$ cat src/rtl/disp_bridge_bringup.sv
module disp_bridge_bringup #(
  parameter int TICKS_PER_US = 100,
  parameter int RESET_US     = 10000,
  parameter int LOCK_US      = 500,
  parameter int DLY_W        = 16,
  parameter int TMR_W        = 32
) (
  input  logic             clk,
  input  logic             rst_n,
  input  logic             start,
  input  logic             readback_en,
  input  logic             pclk_ref,
  input  logic [5:0]       color_bpp,
  input  logic             loose_18,
  input  logic [2:0]       lanes,
  input  logic [7:0]       hsync_w,
  input  logic [7:0]       hback,
  input  logic [7:0]       hfront,
  input  logic [7:0]       vsync_w,
  input  logic [7:0]       vback,
  input  logic [7:0]       vfront,
  input  logic [15:0]      width,
  input  logic [15:0]      height,
  input  logic [15:0]      pll_word,
  input  logic [7:0]       lp_div,
  input  logic [DLY_W-1:0] sleep_exit_us,
  input  logic [DLY_W-1:0] disp_on_us,
  output logic             bridge_rst_n,
  output logic             acc_req,
  output logic             acc_we,
  output logic [7:0]       acc_addr,
  output logic [15:0]      acc_wdata,
  input  logic             acc_done,
  input  logic [15:0]      acc_rdata,
  output logic             busy,
  output logic             done,
  output logic             error
);

  localparam logic [TMR_W-1:0] RST_LOAD  = TMR_W'(RESET_US * TICKS_PER_US - 1);
  localparam logic [TMR_W-1:0] LOCK_LOAD = TMR_W'(LOCK_US * TICKS_PER_US - 1);

  localparam logic [4:0] S_ID    = 5'd0;
  localparam logic [4:0] S_FIRST = 5'd2;
  localparam logic [4:0] S_PLLON = 5'd13;
  localparam logic [4:0] S_CMD1  = 5'd15;
  localparam logic [4:0] S_CMD2  = 5'd17;
  localparam logic [4:0] S_LAST  = 5'd18;

  typedef enum logic [2:0] {
    ST_IDLE, ST_RST_LO, ST_RST_HI, ST_ACC, ST_WAIT, ST_DONE, ST_ERR
  } st_e;

  st_e              st;
  logic [4:0]       step;
  logic [TMR_W-1:0] tmr;
  logic [1:0]       fmt;
  logic             fmt_ok;
  logic [15:0]      cfg_cmd;
  logic [15:0]      exp_rd;
  logic [7:0]       vtot, htot, lpm1;
  logic [2:0]       lanes_m1;

  function automatic logic [TMR_W-1:0] ticks_load(input logic [DLY_W-1:0] us);
    logic [TMR_W-1:0] t;
    t = TMR_W'(us) * TMR_W'(TICKS_PER_US);
    return (t == '0) ? '0 : t - 1'b1;
  endfunction

  assign fmt_ok = (color_bpp == 6'd16) || (color_bpp == 6'd18) || (color_bpp == 6'd24);
  assign fmt    = (color_bpp == 6'd16) ? 2'd0 :
                  (color_bpp == 6'd24) ? 2'd3 :
                  loose_18             ? 2'd2 : 2'd1;
  assign cfg_cmd  = pclk_ref ? 16'h0362 : 16'h0342;
  assign vtot     = vsync_w + vback;
  assign htot     = hsync_w + hback;
  assign lpm1     = lp_div - 8'd1;
  assign lanes_m1 = lanes - 3'd1;

  assign bridge_rst_n = (st != ST_RST_LO);
  assign acc_req      = (st == ST_ACC);
  assign busy         = (st == ST_RST_LO) || (st == ST_RST_HI) || (st == ST_ACC) || (st == ST_WAIT);
  assign done         = (st == ST_DONE);
  assign error        = (st == ST_ERR);

  always_comb begin
    acc_we    = 1'b1;
    acc_addr  = 8'h00;
    acc_wdata = 16'h0000;
    exp_rd    = 16'h0000;
    case (step)
      5'd0:  begin acc_we = 1'b0; acc_addr = 8'hB0; exp_rd = 16'h2828; end
      5'd1:  begin acc_we = 1'b0; acc_addr = 8'hB7; exp_rd = 16'h0301; end
      5'd2:  begin acc_addr = 8'hB1; acc_wdata = {vsync_w, hsync_w}; end
      5'd3:  begin acc_addr = 8'hB2; acc_wdata = {vtot, htot}; end
      5'd4:  begin acc_addr = 8'hB3; acc_wdata = {vfront, hfront}; end
      5'd5:  begin acc_addr = 8'hB4; acc_wdata = width; end
      5'd6:  begin acc_addr = 8'hB5; acc_wdata = height; end
      5'd7:  begin acc_addr = 8'hB6; acc_wdata = {12'h000, 2'b10, fmt}; end
      5'd8:  begin acc_addr = 8'hDE; acc_wdata = {13'd0, lanes_m1}; end
      5'd9:  begin acc_addr = 8'hB7; acc_wdata = cfg_cmd; end
      5'd10: begin acc_addr = 8'hBA; acc_wdata = pll_word; end
      5'd11: begin acc_addr = 8'hB8; acc_wdata = 16'h0000; end
      5'd12: begin acc_addr = 8'hBB; acc_wdata = {10'd0, lpm1[5:0]}; end
      5'd13: begin acc_addr = 8'hB9; acc_wdata = 16'h0001; end
      5'd14: begin acc_addr = 8'hBC; acc_wdata = 16'h0001; end
      5'd15: begin acc_addr = 8'hBF; acc_wdata = 16'h0011; end
      5'd16: begin acc_addr = 8'hBC; acc_wdata = 16'h0001; end
      5'd17: begin acc_addr = 8'hBF; acc_wdata = 16'h0029; end
      5'd18: begin acc_addr = 8'hB7; acc_wdata = cfg_cmd | 16'h0009; end
      default: ;
    endcase
  end

  always_ff @(posedge clk) begin
    if (!rst_n) begin
      st   <= ST_IDLE;
      step <= S_ID;
      tmr  <= '0;
    end else begin
      case (st)
        ST_IDLE, ST_DONE, ST_ERR:
          if (start) begin
            if (!fmt_ok) st <= ST_ERR;
            else begin
              st  <= ST_RST_LO;
              tmr <= RST_LOAD;
            end
          end
        ST_RST_LO:
          if (tmr == '0) begin
            st  <= ST_RST_HI;
            tmr <= RST_LOAD;
          end else tmr <= tmr - 1'b1;
        ST_RST_HI:
          if (tmr == '0) begin
            st   <= ST_ACC;
            step <= readback_en ? S_ID : S_FIRST;
          end else tmr <= tmr - 1'b1;
        ST_ACC:
          if (acc_done) begin
            if (!acc_we && acc_rdata != exp_rd) st <= ST_ERR;
            else begin
              step <= step + 5'd1;
              case (step)
                S_PLLON: begin st <= ST_WAIT; tmr <= LOCK_LOAD; end
                S_CMD1:  begin st <= ST_WAIT; tmr <= ticks_load(sleep_exit_us); end
                S_CMD2:  begin st <= ST_WAIT; tmr <= ticks_load(disp_on_us); end
                S_LAST:  st <= ST_DONE;
                default: ;
              endcase
            end
          end
        ST_WAIT:
          if (tmr == '0) st <= ST_ACC;
          else tmr <= tmr - 1'b1;
        default: st <= ST_IDLE;
      endcase
    end
  end


  rst_quiet_chk: assert property (@(posedge clk) disable iff (!rst_n)
    !bridge_rst_n |-> (!acc_req && busy));


  err_quiet_chk: assert property (@(posedge clk) disable iff (!rst_n)
    error |-> (!acc_req && bridge_rst_n && !done));


  req_hold_chk: assert property (@(posedge clk) disable iff (!rst_n)
    (acc_req && !acc_done) |=> (acc_req && $stable(acc_addr) && $stable(acc_we) && $stable(acc_wdata)));


  lock_gap_chk: assert property (@(posedge clk) disable iff (!rst_n)
    (acc_req && acc_done && acc_we && acc_addr == 8'hB9) |=> !acc_req);


  read_addr_chk: assert property (@(posedge clk) disable iff (!rst_n)
    (acc_req && !acc_we) |-> (acc_addr == 8'hB0 || acc_addr == 8'hB7));


  done_quiet_chk: assert property (@(posedge clk) disable iff (!rst_n)
    done |-> (!acc_req && bridge_rst_n && !busy));

endmodule

$ cat config.mk
export PLATFORM = sky130hd
export DESIGN_NAME = disp_bridge_bringup
export DESIGN_NICKNAME = d
export VERILOG_FILES = /design/src/rtl/disp_bridge_bringup.sv
export SDC_FILE = /design/constraint.sdc
export NUM_CORES = 1
export LEC_CHECK = 0
export BUFFER_PORTS_ARGS = -buffer_cell sky130_fd_sc_hd__clkbuf_2
export CAP_MARGIN = 10
export CORE_MARGIN = 2
export CORE_UTILIZATION = 52
export CTS_CLUSTER_SIZE = 20
export DETAILED_ROUTE_END_ITERATION = 6
export MAX_ROUTING_LAYER = met4
export PLACE_DENSITY = 0.81
export SYNTH_ARGS = -nofsm -noshare
export SYNTH_HDL_FRONTEND = slang
export SYNTH_SLANG_ARGS = --single-unit
export TNS_END_PERCENT = 5
$ cat constraint.sdc
create_clock -name clk -period 4.1 [get_ports clk]
set_input_delay 0.41 -clock clk [delete_from_list [all_inputs] [get_ports clk]]
set_output_delay 0.41 -clock clk [all_outputs]
set_load 0.05 [all_outputs]
Word level (Yosys, flattened, before mapping). Index checks and enable logic that the tools add are counted.

Output and inout port bits: 30. Latch bits: 0. Bits of input ports: 168. Register bits after elaboration: 40. Memory bits (writable): 0. Memory bits (read-only): 0. Logic and storage cells: 107. Memories: 0.

Reductions and logical operators: 24. Order comparisons: 0. Muxes and demuxes: 31. Eq/ne operators: 39. Div/mod/pow operators: 0. Add/subtract/negate cells: 8. Bitwise logic cells: 0. Multipliers: 2. Shifts and indexed selects: 0.

Operators by type and width (number): $mux 32 (8); $pmux 16 s14 (1); $pmux 32 s4 (1); $pmux 8 s15 (1); $pmux 32 s3 (1); $sub 23x1->24 const B (2); $logic_not 23->1 (2); $mul 16x5->21 const B (2); $eq 5x4->1 const B (8); $logic_not 32->1 (1); $sub 32x1->32 const B (1); $pmux 14 s2 (1); $eq 5x3->1 const B (4); $eq 6x5->1 const B (3); $mux 3 (6); $add 8x8->8 (2); $ne 16x16->1 (1); $eq 5x5->1 const B (3); $mux 5 (3); $pmux 3 s4 (1); $reduce_or 3->1 (4); $eq 5x2->1 const B (2); $pmux 5 s2 (1); $eq 3x3->1 const B (3); 25 further kinds (42).

Depth between registers and ports, before layout.
Depth in word-level cells: 7. Mapped depth: 18. Mapped depth without buffers: 16.

Worst setup path after synthesis. Ideal clock, no wire load.

Kind: input to register. From: input port disp_on_us[4]. To: register tmr[17]. Required time: 3.977 ns. Arrival: 4.229 ns. Setup slack: -0.252 ns. Path buffers: 1. Cell stages on the path: 17. Setup time: 0.123 ns. Cells stage by stage: ha_1 -> ha_1 -> inv_1 -> fa_1 -> inv_1 -> ha_1 -> a21o_1 -> a31o_1 -> nor4b_1 -> nor3b_1 -> or4_1 -> buf_4 -> o41ai_1 -> o211ai_1 -> xor2_1 -> a221oi_1 -> nor2_1.

Cells in the longest elaborated chain, start to end: 7. Elaborated cells on any way between the ends: 8. Classes of those cells: add/sub: 1; mul: 1; mux: 5; reduce/logical: 1.

RTL lines: from (decl) (RTL line 27) `input logic [DLY_W-1:0] disp_on_us,`; $mul 16x5->21 * (RTL line 66) `t = TMR_W'(us) * TMR_W'(TICKS_PER_US);`; $sub 23x1->24 / $logic_not 23->1 (equally long branches) (RTL line 67) `return (t == '0) ? '0 : t - 1'b1;`; $mux 32 * (RTL line 67); $pmux 32 s3 * (RTL line 145) `case (step)`; $mux 32 * (RTL line 142) `if (!acc_we && acc_rdata != exp_rd) st <= ST_ERR;`; $mux 32 * (RTL line 141) `if (acc_done) begin`; $pmux 32 s4 * (RTL line 121) `case (st)`; to (signal assigned) (RTL line 134) `end else tmr <= tmr - 1'b1;`; to (signal assigned) (RTL line 139) `end else tmr <= tmr - 1'b1;`; to (signal assigned) (RTL line 156) `else tmr <= tmr - 1'b1;`; to (decl) (RTL line 56) `logic [TMR_W-1:0] tmr;`.

Every way passes the cells marked *; elsewhere a longest branch is shown, timed or not. The select of a mux whose other input is x is not followed. A chain may end at the register's enable or synchronous reset.

Final worst setup path.
From: input port sleep_exit_us[7]. To: register tmr[16].

Cells in the longest elaborated chain, start to end: 7. Elaborated cells on any way between the ends: 8. Classes of those cells: add/sub: 1; mul: 1; mux: 5; reduce/logical: 1.

RTL lines: from (decl) (RTL line 26) `input logic [DLY_W-1:0] sleep_exit_us,`; $mul 16x5->21 * (RTL line 66); $sub 23x1->24 / $logic_not 23->1 (equally long branches) (RTL line 67); $mux 32 * (RTL line 67); $pmux 32 s3 * (RTL line 145); $mux 32 * (RTL line 142); $mux 32 * (RTL line 141); $pmux 32 s4 * (RTL line 121).

Marks and branches as above.

==> flow_summary.toml <==
[outcome]
status = "finished, violations left"
violations = "setup timing"

[global_route]
grt_pass1_vias = 10900
grt.overflow.total = 0
grt_max_degree = 25
antenna_found_initial = 0
grt_pass1_wl_um = 50000
track_usage_pct = 33.1

[floorplan]
die_w_um = 138
start_util_pct = 53.5
num_rows = 48
ios = 198
core_um2 = 17400
dieArea_um2 = 18900
die_h_um = 138

[detailed_routing]
final_antenna_net_count = 0
wl_per_cell_um = 17.5
wl_um = 32300
avgViaCountPerCell = 6.08
drt_iter0_markers = 769
first_pass_iters = 5
drc_errors = 0
vias = 11200

[timing]
rsz0062_at_grt = "true"
period_minus_slack_ns = 4.28
period_share_pct = 104
hold_violations = 0
finalClockSkew_ns = 0.00840
drv_slew = 0
finalSetupViolations = 23
fmax_mhz = 234
worst_pin_slew_ns = 0.731
max-slew-margin-rel_pct = 50.9
timing.final.ws_setup_ns = -0.179

[run]
drv_cap = 0

[final_layout]
final_util_pct = 72.3
multi_input_area_um2 = 8360
post-route-cell-area_um2 = 12500
fillCellCount = 1306
regArea_um2 = 801
num-nets-final = 1942
layout-area-overhead-vs-synth_pct = 35.1
layout-drive-gt1-share_pct = 31.0

[placed_design]
numPortBuffers = 195
place_area_um2 = 11900
dpl.hpwl_um = 25000
place_worst_setup_slack_ns = -0.474
gp_congestion = 0.978

[cts]
clock-sinks = 40
postCtsHoldBufs = 0
clkSlewWorstSetupHoldPaths_ns = 0.07
htreeDepth = 2
cts_tree = "built"
cts_root_buf = "clkbuf_16"
numCtsBuffers = 5
clock_path_buffers = 2
clock_latency_ns = 0.29

[yosys]
synthesis.nets = 1605
yosys_warnings = 0
yosys.area.top_type = "ha_1"
synth_cells = 1276
synth-seq-cells = 40
synth.top_cells.by_area = "ha_1 18%, dfxtp_1 8.6%, inv_1 5.3%"
synth_seq_area_share_pct = 8.62
async_reset_ff_share_pct = 0
avgSynthCellArea_um2 = 7.28
synth_edf_count = 0
yosysTopAreaCellShare_pct = 18.5
syn-cell-area_um2 = 9290
synth_ff_type = "dfxtp_1"
synthDistinctLibCells = 90

[setup_path]
rr_worst_depth = 9
r2r_slack_ns = 0.52
worstPathArrival_ns = 4.46
reg2reg_from = "tmr[9]$_SDFFE_PN0P_"
cp-start-kind = "input pin"
worstSetupPathType = "in -> reg"
cp-startpoint = "sleep_exit_us[7]"
reg2reg_to = "tmr[9]$_SDFFE_PN0P_"
worstPathMaxFanout = 8
required_ns = 4.28
endpoint_kind = "flop"

[pwr]
p_total_mw = 5.87
peakVddDrop_mv = 0.438
p_leak_nw = 5.96
powerDensity_nw_per_um2 = 468

[min_path]
min_to = "tmr[27]$_SDFFE_PN0P_"
worstHoldPathType = "reg -> reg"
holdCritStartpoint = "tmr[27]$_SDFFE_PN0P_"
whs_path_depth = 2
-- Yosys cell counts, types with 9 or more instances --
library cell / instances
o21bai_1: 9
a22oi_1: 19
a21boi_0: 9
nand4_1: 12
o221ai_1: 10
fa_1: 24
nand2b_1: 12
o21ai_1: 12
nor4_1: 14
or3_1: 23
a21o_1: 22
a21oi_1: 79
xnor2_1: 51
and2_1: 9
nor2_1: 104
nor3_1: 39
a31oi_1: 10
a221oi_1: 13
nand3_1: 32
and3_1: 11
clkbuf_1: 47
nand2_1: 107
inv_1: 130
dfxtp_1: 40
a211oi_1: 14
o211ai_1: 18
ha_1: 137
xor2_1: 34
o21ai_0: 66
o21a_1: 12
-- metal layers --
layer	wire (µm)	vias up	GRT usage, %
met5	0	-	-
met4	1540	0	15.8
met3	2510	126	5.15
met2	16100	543	58.6
met1	12100	5179	36.2
li1	-	5344	-
-- metrics by stage --
stage	hold WS (ns)	instances	setup TNS [ns]
after floorplan	0.438	1276	-0.544
after global placement	0.491	1823	-9.73
after detailed placement	0.504	1823	-12.91
after CTS	0.520	1837	-0.00641
after global routing	0.559	1839	-6.57
final	0.523	1840	-2.06
-- how the worst max path moves through the flow --
| stage | cells after the start | end |
|---|---|---|
| detailed placement | 16 | tmr[26]$_SDFFE_PN0P_ |
| global route | 18 | tmr[16]$_SDFFE_PN0P_ |
| floorplan | 17 | tmr[9]$_SDFFE_PN0P_ |
| CTS | 19 | tmr[16]$_SDFFE_PN0P_ |
| global placement | 20 | tmr[16]$_SDFFE_PN0P_ |
| finish | 18 | tmr[16]$_SDFFE_PN0P_ |
-- cells by family after synthesis --
group	share of synthesized area, %
AO/OA/AOI/OAI	28.1
AND/OR/NAND/NOR	23.2
buffers and inverters	7.79
flip-flops	8.62
XOR/XNOR	8.02
adder cells (fa/ha/maj)	23.7
multiplexers	0.458
-- cell usage in the layout, fill, tap and decap left out, types with 18 or more instances in the layout --
| master | count |
|---|---|
| nand2_1 | 104 |
| ha_4 | 18 |
| nor2_1 | 100 |
| inv_1 | 124 |
| nor3_1 | 39 |
| a22oi_1 | 19 |
| ha_1 | 117 |
| nand3_1 | 29 |
| o211ai_1 | 18 |
| clkbuf_2 | 189 |
| xor2_1 | 34 |
| a21oi_1 | 71 |
| xnor2_1 | 49 |
| dfxtp_1 | 40 |
| fa_1 | 23 |
| or3_1 | 22 |
| a21o_1 | 22 |
| buf_4 | 185 |
| o21ai_0 | 65 |
-- critical path, stage by stage --
cell and delay (ns):
clkbuf_2 0.13, ha_1 0.30, ha_1 0.29, inv_1 0.06, fa_1 0.53, inv_1 0.07, ha_4 0.16, a21o_1 0.21
a311o_1 0.29, nand2_1 0.10, nand2b_1 0.08, or4_4 0.50, a2111oi_4 0.39, buf_4 0.19, a31oi_4 0.17, a32o_2 0.30
a221oi_2 0.20, nor2_1 0.05
-- flip-flops by register name (all words and copies together), names as in the netlist --
signal,flops
st,3
step,5
tmr,32
-- where the power goes --
group          internal [mW]  total [mW]  leakage, nW  switching [mW]
registers              0.483       0.633        0.326           0.150
logic                   2.00        4.78         5.56            2.77
clock network          0.290       0.465       0.0804           0.175
-- final cells by class --
type / instances / area share [%]
clock inverter: 3 / 0.369
antenna: 1 / 0.0199
sequential: 40 / 6.38
timing repair buffer: 383 / 19.4
inverter: 133 / 3.98
multi-input combinational: 1050 / 66.6
tap: 225 / 2.24
clock buffer: 5 / 0.997
-- timing repair --
item                       4_1_cts  5_1_grt
setup buffers                    7        2
setup endpoints to repair       31       32
gates resized for setup         35       33
pin swaps                       26       15
Power figures use the tool's default switching activity.
